===== src/rtl/irqhub_pkg.sv =====
package irqhub_pkg;
  localparam int CORE_W = 4;
  localparam int DMA_W  = 9;

  localparam logic [CORE_W-1:0] CORE_DONE_M = 4'b0100;
  localparam logic [CORE_W-1:0] CORE_ERR_M  = 4'b1011;
  localparam logic [DMA_W-1:0]  DMA_DONE_M  = 9'h001;
  localparam logic [DMA_W-1:0]  DMA_ERR_M   = 9'h1FC;
  localparam logic [DMA_W-1:0]  DMA_VALID_M = DMA_DONE_M | DMA_ERR_M;

  localparam int IDX_CSTAT = 0;
  localparam int IDX_CEN   = 1;
  localparam int IDX_DSTAT = 2;
  localparam int IDX_DEN   = 3;
  localparam int IDX_UNMSK = 4;

  typedef enum logic [2:0] {
    SEL_NONE, SEL_CSTAT, SEL_CEN, SEL_DSTAT, SEL_DEN, SEL_UNMSK
  } rdSel_e;

  typedef struct packed {
    logic   wrCoreStat;
    logic   wrCoreEn;
    logic   wrDmaStat;
    logic   wrDmaEn;
    logic   wrUnmask;
    rdSel_e rdSel;
  } strobe_t;
endpackage


===== src/rtl/irqhub_ctrl.sv =====
module irqhub_ctrl
  import irqhub_pkg::*;
#(
  parameter int ADDR_W = 3
) (
  input  logic              regWr,
  input  logic [ADDR_W-1:0] regAddr,
  output strobe_t           stb
);
  always_comb begin
    stb = '0;
    stb.rdSel = SEL_NONE;
    if (regAddr == ADDR_W'(IDX_CSTAT)) begin
      stb.rdSel      = SEL_CSTAT;
      stb.wrCoreStat = regWr;
    end else if (regAddr == ADDR_W'(IDX_CEN)) begin
      stb.rdSel    = SEL_CEN;
      stb.wrCoreEn = regWr;
    end else if (regAddr == ADDR_W'(IDX_DSTAT)) begin
      stb.rdSel     = SEL_DSTAT;
      stb.wrDmaStat = regWr;
    end else if (regAddr == ADDR_W'(IDX_DEN)) begin
      stb.rdSel   = SEL_DEN;
      stb.wrDmaEn = regWr;
    end else if (regAddr == ADDR_W'(IDX_UNMSK)) begin
      stb.rdSel    = SEL_UNMSK;
      stb.wrUnmask = regWr;
    end
  end
endmodule


===== src/rtl/irqhub_datapath.sv =====
module irqhub_datapath
  import irqhub_pkg::*;
#(
  parameter int DATA_W = 32
) (
  input  logic              clk,
  input  logic              rstN,
  input  strobe_t           stb,
  input  logic [DATA_W-1:0] wdata,
  input  logic [CORE_W-1:0] coreEvt,
  input  logic [DMA_W-1:0]  dmaEvt,
  output logic [DATA_W-1:0] rdata,
  output logic              irqOut,
  output logic              errAny,
  output logic              doneAny
);
  logic [CORE_W-1:0] coreStat, coreEn;
  logic [DMA_W-1:0]  dmaStat, dmaEn;
  logic              dmaUnmask;

  // Sticky status cells: a pulse sets, a write of 1 clears, set wins.
  for (genvar i = 0; i < CORE_W; i++) begin : g_core
    always_ff @(posedge clk or negedge rstN) begin
      if (!rstN) coreStat[i] <= 1'b0;
      else       coreStat[i] <= coreEvt[i] | (coreStat[i] & ~(stb.wrCoreStat & wdata[i]));
    end
  end

  for (genvar i = 0; i < DMA_W; i++) begin : g_dma
    if (DMA_VALID_M[i]) begin : g_live
      always_ff @(posedge clk or negedge rstN) begin
        if (!rstN) dmaStat[i] <= 1'b0;
        else       dmaStat[i] <= dmaEvt[i] | (dmaStat[i] & ~(stb.wrDmaStat & wdata[i]));
      end
    end else begin : g_rsvd
      assign dmaStat[i] = 1'b0;
    end
  end

  always_ff @(posedge clk or negedge rstN) begin
    if (!rstN) begin
      coreEn    <= '0;
      dmaEn     <= '0;
      dmaUnmask <= 1'b0;
    end else begin
      if (stb.wrCoreEn) coreEn    <= wdata[CORE_W-1:0];
      if (stb.wrDmaEn)  dmaEn     <= wdata[DMA_W-1:0] & DMA_VALID_M;
      if (stb.wrUnmask) dmaUnmask <= wdata[0];
    end
  end

  logic [CORE_W-1:0] corePend;
  logic [DMA_W-1:0]  dmaPend;
  assign corePend = coreStat & coreEn;
  assign dmaPend  = dmaStat & dmaEn & {DMA_W{dmaUnmask}};

  assign irqOut  = (|corePend) | (|dmaPend);
  assign errAny  = (|(corePend & CORE_ERR_M)) | (|(dmaPend & DMA_ERR_M));
  assign doneAny = !errAny & ((|(corePend & CORE_DONE_M)) | (|(dmaPend & DMA_DONE_M)));

  always_comb begin
    rdata = '0;
    case (stb.rdSel)
      SEL_CSTAT: rdata[CORE_W-1:0] = coreStat;
      SEL_CEN:   rdata[CORE_W-1:0] = coreEn;
      SEL_DSTAT: rdata[DMA_W-1:0]  = dmaStat;
      SEL_DEN:   rdata[DMA_W-1:0]  = dmaEn;
      SEL_UNMSK: rdata[0]          = dmaUnmask;
      default:   rdata = '0;
    endcase
  end

  a_r2_core_set: assert property (@(posedge clk) disable iff (!rstN)
    (|coreEvt) |=> ((coreStat & $past(coreEvt)) == $past(coreEvt)));

  a_r3_dma_set: assert property (@(posedge clk) disable iff (!rstN)
    (|(dmaEvt & DMA_VALID_M)) |=>
      ((dmaStat & $past(dmaEvt & DMA_VALID_M)) == $past(dmaEvt & DMA_VALID_M)));

  a_r4_core_clear: assert property (@(posedge clk) disable iff (!rstN)
    (stb.wrCoreStat && coreEvt == '0) |=> ((coreStat & $past(wdata[CORE_W-1:0])) == '0));

  a_r7_masked_dma: assert property (@(posedge clk) disable iff (!rstN)
    !dmaUnmask |-> (irqOut == (|(coreStat & coreEn))));

  a_r8_line_has_class: assert property (@(posedge clk) disable iff (!rstN)
    irqOut |-> (errAny || doneAny));
endmodule


===== src/rtl/irqhub_top.sv =====
module irqhub_top
  import irqhub_pkg::*;
#(
  parameter int ADDR_W = 3,
  parameter int DATA_W = 32
) (
  input  logic              clk,
  input  logic              rstN,
  input  logic              regWr,
  input  logic [ADDR_W-1:0] regAddr,
  input  logic [DATA_W-1:0] regWdata,
  output logic [DATA_W-1:0] regRdata,
  input  logic [CORE_W-1:0] coreEvt,
  input  logic [DMA_W-1:0]  dmaEvt,
  output logic              irqOut,
  output logic              errAny,
  output logic              doneAny
);
  strobe_t stb;

  irqhub_ctrl #(.ADDR_W(ADDR_W)) ctrl_i (
    .regWr   (regWr),
    .regAddr (regAddr),
    .stb     (stb)
  );

  irqhub_datapath #(.DATA_W(DATA_W)) dp_i (
    .clk     (clk),
    .rstN    (rstN),
    .stb     (stb),
    .wdata   (regWdata),
    .coreEvt (coreEvt),
    .dmaEvt  (dmaEvt),
    .rdata   (regRdata),
    .irqOut  (irqOut),
    .errAny  (errAny),
    .doneAny (doneAny)
  );
endmodule


===== config.mk =====
export PLATFORM = sky130hd
export DESIGN_NAME = irqhub_top
export DESIGN_NICKNAME = d
export VERILOG_FILES = /design/src/rtl/irqhub_pkg.sv /design/src/rtl/irqhub_ctrl.sv /design/src/rtl/irqhub_datapath.sv /design/src/rtl/irqhub_top.sv
export SDC_FILE = /design/constraint.sdc
export NUM_CORES = 1
export LEC_CHECK = 0
export BUFFER_PORTS_ARGS = -buffer_cell sky130_fd_sc_hd__buf_2
export CORE_ASPECT_RATIO = 0.7
export CORE_MARGIN = 2
export CORE_UTILIZATION = 40
export DETAILED_ROUTE_END_ITERATION = 10
export PLACE_DENSITY = 0.76
export SLEW_MARGIN = 20
export SYNTH_ARGS = -nofsm -noshare
export SYNTH_HDL_FRONTEND = slang
export SYNTH_SLANG_ARGS = --single-unit

===== constraint.sdc =====
create_clock -name clk -period 1.8 [get_ports clk]
set_clock_uncertainty 0.1 [all_clocks]
set_input_delay 0.36 -clock clk [delete_from_list [all_inputs] [get_ports clk]]
set_output_delay 0.36 -clock clk [all_outputs]
set_load 0.02 [all_outputs]

==> impl_metrics.yaml, run 1 <==
setup_path:
  r2r-end: "dp_i.dmaStat[2]"
  path_class: "reg2out"
  path_depth: 4
  r2r_slack_ns: 0.76
  cp_num_buf_inv: 1
  cp-start-kind: "flop"
  cpPeakStageDelay_ns: 0.39
  crit_path_top_delay_cell: "a222oi_1"
  cp_cell_sequence: "a222oi_1, a31o_2, and3b_1, buf_6"
  cp_max_fo: 3
  endpoint_kind: "output pin"
  ff2ff_path_depth: 3
  path_delay_family: "compound AO/OA/AOI/OAI gates"
  critPathRequiredTime_ns: 1.34
  r2r_start: "dp_i.dmaStat[2]"
  critical_path_arrival_ns: 1.59
global_routing:
  grt_util_all_layers_pct: 15.9
  grt_pass1_vias: 1030
  antenna_found_initial: 0
  grt_pass1_wl_um: 5070
  grt-ovfl-total: 0
  grt_start_max_net_pins: 26
detailed_routing:
  drtPass1Iterations: 4
  remaining_drc_errors: 0
  ant_nets: 0
  drt-initial-drc-count: 46
  vias_per_cell: 4.57
  wl_um: 3060
  wl_per_cell_um: 12.9
  vias: 1083
synthesis:
  synth_area_leaders: "dfrtp_1, buf_4, mux2_4"
  avgSynthCellArea_sq_um: 11.3
  synth_warnings: 0
  synth.top_cell.area_share_pct: 42.3
  synth_area_sq_um: 1480
  ys_ff_latch: 25
  synth.distinct_cells: 30
  synth_area_leader_cell: "dfrtp_1"
  syn_inst: 131
  seq_area_frac_synth_pct: 42.3
floorplan:
  dieArea_sq_um: 4210
  core_sq_um: 3540
  io_pins: 86
  rows: 18
  start_util_pct: 41.8
  die_x_um: 76.7
  die_h_um: 54.9
place:
  port_buffers: 38
  hpwl_um: 2350
  dp_cells: 226
  place_congestion: 0.776
worst_hold_path:
  hp-start: "dmaEvt[7]"
  hp-class: "in2reg"
  hold_depth: 2
  whs_endpoint: "dp_i.dmaStat[7]"
cts:
  cts_root_buf: "clkbuf_8"
  cts_tree: "built"
  clkTransAtPathRegs_ns: 0.08
  cts_buffers: 3
  worstSkewPairLatency_ns: 0.27
  htree_levels: 1
  clock_sinks: 25
  clock_path_buffers: 2
pwr:
  powerDensity_nw_per_um2: 776
  worst_ir_drop_vdd_mv: 0.530
  p_leak_uw: 0.000888
cells_and_area:
  post-route-util_pct: 52.3
  layout.cells.most_common: "buf_2"
  nets: 239
  stdcell_count: 237
  antenna_cells: 0
  final_cell_mix: "buf_2, dfrtp_1, conb_1"
  area.growth.synth_to_final_pct: 25.1
  layout-drive-gt1-share_pct: 43.9
sta:
  tightest_slew_ns: 0.555
  setup_slack_ns: -0.251
  period_minus_slack_ns: 2.05
  hold_viol: 0
  period_share_pct: 114
  maxSlewViolCount: 0
  slew-limit-headroom_pct: 63.0
  fmax_mhz: 488
  rsz0062_at_grt: "true"
  finalSetupViolCount: 5
flow_run:
  max-cap-violations: 0
run_status:
  run_status: "finished with violations"
  failed_checks: "setup timing"
-- metal layers --
| layer | track usage (%) | vias to the layer above | share of wire [%] |
|---|---|---|---|
| met5 | 0 | - | 0 |
| met3 | 3.14 | 3 | 5.8 |
| met4 | 4.55 | 0 | 0.88 |
| met2 | 26.5 | 41 | 46 |
| li1 | - | 526 | - |
| met1 | 21.5 | 513 | 47 |
-- sequential cells by signal, summed over array words and instances, names as in the netlist --
signal / flops
dp_i.coreStat: 4
dp_i.dmaEn: 8
dp_i.dmaUnmask: 1
dp_i.coreEn: 4
dp_i.dmaStat: 8
-- cell type report --
| type | count | area [sq um] |
|---|---|---|
| Timing Repair Buffer | 59 | 379 |
| Clock buffer | 4 | 45.0 |
| Tap cell | 50 | 62.6 |
| Fill cell | 326 | 1690 |
| Sequential cell | 25 | 626 |
| Multi-Input combinational cell | 98 | 734 |
| Inverter | 1 | 3.75 |
-- Yosys cell counts, drive strengths merged --
cell type	count
buf	29
nand3	1
o21ai	1
and3b	1
or2	1
mux2	12
conb	1
o21a	1
nand2	15
a222oi	2
nor3	2
a31o	1
mux4	2
dfrtp	25
inv	1
o22ai	1
nand2b	1
nor4bb	2
mux2i	8
nor2	5
nor4b	1
a22oi	2
a21o	12
nor2b	2
nand3b	1
a32oi	1
-- per-stage QoR --
step	hold slack, ns	TNS [ns]	instance area [sq um]	power (uW)	setup WS, ns
final	0.159	-0.934	1850	1440	-0.251
after global routing	0.155	-1.26	1850	1520	-0.333
after CTS	0.152	-0.990	1800	1440	-0.259
after detailed placement	0.282	0	1710	1090	0.0332
after global placement	0.280	0	1710	1080	0.0376
after floorplan	-0.0356	0	1570	994	0.0128
-- how the worst max path moves through the flow --
| stage | from | endpoint |
|---|---|---|
| 3_3_place_gp | dp_i.dmaStat[6] | doneAny |
| 6_report | dp_i.dmaEn[6] | doneAny |
| 3_5_place_dp | regAddr[0] | regRdata[0] |
| 4_1_cts | dp_i.dmaEn[6] | doneAny |
| 2_1_floorplan | regAddr[0] | regRdata[1] |
| 5_1_grt | dp_i.dmaEn[6] | doneAny |
-- power breakdown --
group	leakage, uW	switching, uW	internal (uW)
clock	0.0000228	169	158
combinational	0.000602	201	217
sequential	0.000263	60.1	631
-- worst register-to-register path, stage by stage, from the launching register on --
cell and delay, ns:
dfrtp_1 0.41, buf_4 0.15, buf_4 0.12, a21o_1 0.15
-- logic make-up after synthesis --
logic type	count (synthesis)	share of synthesized area, %
AO/OA/AOI/OAI	21	10.9
flip-flops	25	42.3
AND/OR/NAND/NOR	32	12.1
buffers and inverters	30	14.8
multiplexers	22	19.6
other	1	0.254
-- what timing repair did --
item / CTS / global route
resized for setup: 6 / 5
pin swaps: 2 / 0
endpoints found under the setup margin: 5 / 6
cloned: 0 / 0
hold endpoints to repair: 25 / 0
hold buffers: 1 / 0
buffers inserted: 1 / 5
No activity file was read; power rests on OpenSTA's default activity.
==> run 2, diff against run 1 <==
==> constraint.sdc (replaced) <==
create_clock -name clk -period 1.8 [get_ports clk]
set_clock_uncertainty 0.1 [all_clocks]
set_input_delay 0.36 -clock clk [delete_from_list [all_inputs] [get_ports clk]]
set_output_delay 0.36 -clock clk [all_outputs]
set_load 0.005 [all_outputs]
==> run 2 against run 1 <==
Net effect: the run still ends with setup timing left; fmax about the same; critical path type unchanged; core utilization shrank 0.92 points; critical path depth unchanged; first-iteration DRC count down 28%; largest power group unchanged.
==> impl_metrics.yaml, run 2 (same netlist as run 1, synthesis figures left out) <==
run_status:
  failed_checks: "setup timing"
  run_status: "finished with violations"
setup_path:
  path_delay_family: "compound AO/OA/AOI/OAI gates"
  r2r-end: "dp_i.dmaStat[3]"
  cp-start-kind: "flop"
  cpPeakStageDelay_ns: 0.40
  critical_path_arrival_ns: 1.59
  crit_path_top_delay_cell: "dfrtp_1"
  ff2ff_path_depth: 4
  r2r_slack_ns: 0.69
  path_class: "reg2out"
  r2r_start: "dp_i.dmaStat[3]"
  cp_max_fo: 3
  critPathRequiredTime_ns: 1.34
  endpoint_kind: "output pin"
  cp_num_buf_inv: 1
  cp_cell_sequence: "a222oi_1, a31o_2, and3b_1, buf_2"
sta:
  maxSlewViolCount: 0
  hold_viol: 0
  period_minus_slack_ns: 2.05
  slew-limit-headroom_pct: 62.6
  fmax_mhz: 488
  holdWs_ns: 0.159
  setup_slack_ns: -0.251
  finalSetupViolCount: 5
  tightest_slew_ns: 0.561
  period_share_pct: 114
  rsz0062_at_grt: "true"
pwr:
  p_leak_uw: 0.000876
  seqPwrFrac_pct: 51.0
  powerDensity_nw_per_um2: 746
  swShare_pct: 27.2
  worst_ir_drop_vdd_mv: 0.688
  p_int_uw: 988
  power_switching_uw: 369
  power_frac_comb_pct: 24.3
  power_frac_clock_pct: 24.7
place:
  place_congestion: 0.769
  port_buffers: 38
  placed_cell_area_sq_um: 1700
  dpl_worst_slack_ns: 0.0509
  dp_cells: 222
  hpwl_um: 2360
detailed_routing:
  drt-initial-drc-count: 33
  wl_per_cell_um: 13.4
  vias: 1096
  ant_nets: 0
  wl_um: 3140
  vias_per_cell: 4.68
  drtPass1Iterations: 4
  remaining_drc_errors: 0
global_routing:
  grt_pass1_wl_um: 4940
  grt-ovfl-total: 0
  grt_start_max_net_pins: 26
  grt_pass1_vias: 1060
  grt_util_all_layers_pct: 15.8
  antenna_found_initial: 0
cts:
  worstSkewPairLatency_ns: 0.27
  cts_buffers: 3
  cts_root_buf: "clkbuf_8"
  clock_sinks: 25
  clkTransAtPathRegs_ns: 0.08
  clock_path_buffers: 2
  htree_levels: 1
  cts_tree: "built"
floorplan:
  core_sq_um: 3540
  start_util_pct: 41.8
  dieArea_sq_um: 4210
  rows: 18
  die_x_um: 76.7
  die_h_um: 54.9
  io_pins: 86
cells_and_area:
  largestRegisters: "dp_i.dmaEn (8), dp_i.dmaStat (8)"
  layout-drive-gt1-share_pct: 41.8
  post-route-util_pct: 51.4
  antenna_cells: 0
  design_area_sq_um: 1820
  nets: 236
  final_cell_mix: "buf_2, dfrtp_1, conb_1"
  area.growth.synth_to_final_pct: 22.9
  stdcell_count: 234
  layout.cells.most_common: "buf_2"
worst_hold_path:
  hold_depth: 2
  hp-class: "in2reg"
  hp-start: "dmaEvt[3]"
  whs_endpoint: "dp_i.dmaStat[3]"
flow_run:
  max-cap-violations: 0
## run 2: changes by cell type in the layout (fill, tap and decap cells not counted), sizes merged
cell / change
buf: -3
## run 2: how the worst max path moves through the flow
stage	start	to	slack, ns	cells after the start
after floorplan	regAddr[0]	regRdata[0]	0.17	5
after global placement	regAddr[0]	regRdata[2]	0.05	4
after detailed placement	regAddr[0]	regRdata[2]	0.05	4
after CTS	dp_i.dmaEn[6]	doneAny	-0.24	4
after global routing	dp_i.dmaEn[6]	doneAny	-0.31	4
final	dp_i.dmaEn[6]	doneAny	-0.25	4
## run 2: per-stage QoR
stage | power, uW | TNS (ns)
2_1_floorplan | 926 | 0
3_3_place_gp | 1000 | 0
3_5_place_dp | 1020 | 0
4_1_cts | 1360 | -0.774
5_1_grt | 1440 | -1.07
6_report | 1360 | -0.834
## run 2: routing by layer
metal  GRT usage [%]  vias to the layer above  routed length, um
met5               0                        -                  0
met3            3.80                        4                156
met2            27.2                       39               1530
met1            19.4                      535               1410
met4            7.58                        0                 52
li1                -                      518                  -
## run 2: power groups by stage
stage | logic, uW | registers, uW | clock network, uW
after CTS | 326 | 691 | 339
after detailed placement | 312 | 703 | 0
after global routing | 364 | 703 | 369
after global placement | 305 | 699 | 0
after floorplan | 245 | 681 | 0
final | 329 | 692 | 335
## run 2: repair_timing
item | in CTS | in global routing
setup buffers | 5 | 2
hold endpoints to repair | 25 | 0
endpoints found under the setup margin | 5 | 5
gates cloned | 0 | 0
resized for setup | 1 | 1
hold buffers | 1 | 0
## run 2: cell type report
class | instances | area [sq um]
clock buffer | 4 | 45.0
fill | 340 | 1720
inverter | 1 | 3.75
multi-input combinational | 98 | 724
sequential | 25 | 626
tap | 50 | 62.6
timing repair buffer | 56 | 357
==> run 3, diff against run 2 <==
==> constraint.sdc (replaced) <==
create_clock -name clk -period 1.8 [get_ports clk]
set_clock_uncertainty 0.1 [all_clocks]
set_input_delay 0.18 -clock clk [delete_from_list [all_inputs] [get_ports clk]]
set_output_delay 0.18 -clock clk [all_outputs]
set_load 0.005 [all_outputs]
==> run 3 against run 2 <==
Net effect: the run still ends with setup timing left; worst hold slack got worse by 0.11 ns; final area is 1.2% higher; combinational power is 3% higher; global-route usage fell by 0.67 points; fmax grew 11%; cell count grew 1.3%; die area did not move; sequential power shrank 0.6%; first-iteration DRC count increased by 39%; critical endpoint unchanged.
==> impl_metrics.yaml, run 3 (same netlist as run 1, synthesis figures left out) <==
detailed_routing:
  vias: 1117
  wl_met2_um: 1560
  top_layer_used: "met4"
  wl_um: 3080
  wl_per_cell_um: 13.0
  remaining_drc_errors: 0
  drtPass1Iterations: 4
  vias_per_cell: 4.71
  ant_nets: 0
  drt-initial-drc-count: 46
  drt-met1-wl_um: 1340
  routed-wl-met3_um: 157
floorplan:
  core_sq_um: 3540
  dieArea_sq_um: 4210
  io_pins: 86
  die_h_um: 54.9
  start_util_pct: 41.8
  rows: 18
  die_x_um: 76.7
cells_and_area:
  nets: 239
  final_cell_mix: "buf_2, dfrtp_1, conb_1"
  area.growth.synth_to_final_pct: 24.4
  post-route-util_pct: 52.0
  layout-drive-gt1-share_pct: 36.4
  antenna_cells: 0
  fillCellCount: 312
  stdcell_count: 237
  layout.cells.most_common: "buf_2"
  largestRegisters: "dp_i.dmaEn (8), dp_i.dmaStat (8)"
setup_path:
  ff2ff_path_depth: 3
  cpPeakStageDelay_ns: 0.40
  crit_path_top_delay_cell: "a222oi_1"
  critPathRequiredTime_ns: 1.52
  r2r-end: "dp_i.dmaEn[6]"
  endpoint: "doneAny"
  cp_cell_sequence: "a222oi_1, a31o_2, and3b_1, buf_2"
  path_class: "reg2out"
  r2r_slack_ns: 0.70
  endpoint_kind: "output pin"
  critical_path_arrival_ns: 1.57
  r2r_start: "dp_i.dmaEn[6]"
  cp_max_fo: 3
  critPathLaunch: "dp_i.dmaEn[6]"
  cp-start-kind: "flop"
pwr:
  powerDensity_nw_per_um2: 740
  p_leak_uw: 0.000868
  worst_ir_drop_vdd_mv: 0.574
  p_total_uw: 1360
global_routing:
  antenna_found_initial: 0
  grt-ovfl-total: 0
  grt_pass1_vias: 1021
  grt_pass1_wl_um: 4830
  grt_util_all_layers_pct: 15.1
  grt_start_max_net_pins: 26
sta:
  setup_slack_ns: -0.0520
  period_minus_slack_ns: 1.85
  fmax_mhz: 540
  period_share_pct: 103
  holdWs_ns: 0.0521
  finalSetupViolCount: 2
  slew-limit-headroom_pct: 63.0
  rsz0062_at_grt: "true"
  tightest_slew_ns: 0.555
  hold_viol: 0
  maxSlewViolCount: 0
place:
  place_congestion: 0.765
  hpwl_um: 2210
  dp_cells: 215
  port_buffers: 38
cts:
  cts_tree: "built"
  clock_sinks: 25
  clock_path_buffers: 2
  clkTransAtPathRegs_ns: 0.08
  cts_root_buf: "clkbuf_8"
  worstSkewPairLatency_ns: 0.27
  cts_buffers: 3
  htree_levels: 1
run_status:
  run_status: "finished with violations"
  failed_checks: "setup timing"
worst_hold_path:
  hp-class: "in2reg"
flow_run:
  max-cap-violations: 0
run 3: changes by cell type in the layout (fill, tap and decap cells not counted):
cell           before  now
clkinv_2            0    1
nor2b_4             1    0
nor2b_1             1    2
buf_4              14    7
dlygate4sd3_1       1   13
clkbuf_1            1    0
buf_12              2    0
run 3: area by class of cell:
class,count,area [sq um],area share [%]
clock buffers,3,41.3,2.24
flip-flops and latches,25,626,34.0
well taps,50,62.6,3.40
clock inverters,1,5.00,0.272
multi-input cells,98,717,39.0
repair buffers,59,384,20.9
inverters,1,3.75,0.204
run 3: critical path, delay by kind of cell (launching register included):
family | cells | cell delay, ns
and+or+nand+nor | 1 | 0.16
DFF | 1 | 0.39
AOI/OAI and AO/OA | 2 | 0.65
buffers and inverters | 1 | 0.10
run 3: stage by stage:
stage	worst slack [ns]	TNS (ns)	area [sq um]
final	-0.0520	-0.0721	1840
after detailed placement	0.227	0	1620
after CTS	-0.0619	-0.0941	1820
after global routing	-0.163	-0.382	1840
after global placement	0.240	0	1620
after floorplan	0.459	0	1560
run 3: routing by layer:
metal	vias up	global-route usage (%)
li1	525	-
met1	549	19.2
met2	38	26.2
met3	5	3.96
met4	0	4.55
met5	-	0
run 3: what timing repair did:
action	in CTS	in global routing
pin swaps	2	0
buffers inserted	3	2
hold buffers	13	0
gates resized for setup	1	0
hold endpoints to repair	37	0
endpoints found under the setup margin	3	4
run 3: where the power goes:
group	total [uW]	switching, uW	internal [uW]
clock	333	178	155
sequential	688	56.4	631
combinational	339	135	204
run 3: how the worst min path moves through the flow:
| stage | from | to | depth (start not counted) |
|---|---|---|---|
| 2_1_floorplan | rstN | dp_i.coreEn[0] | 0 |
| 6_report | regWdata[6] | dp_i.dmaEn[6] | 2 |
| 4_1_cts | regWdata[6] | dp_i.dmaEn[6] | 2 |
| 3_5_place_dp | rstN | dp_i.coreStat[0] | 1 |
| 3_3_place_gp | rstN | dp_i.coreStat[0] | 1 |
| 5_1_grt | regWdata[8] | dp_i.dmaEn[8] | 2 |
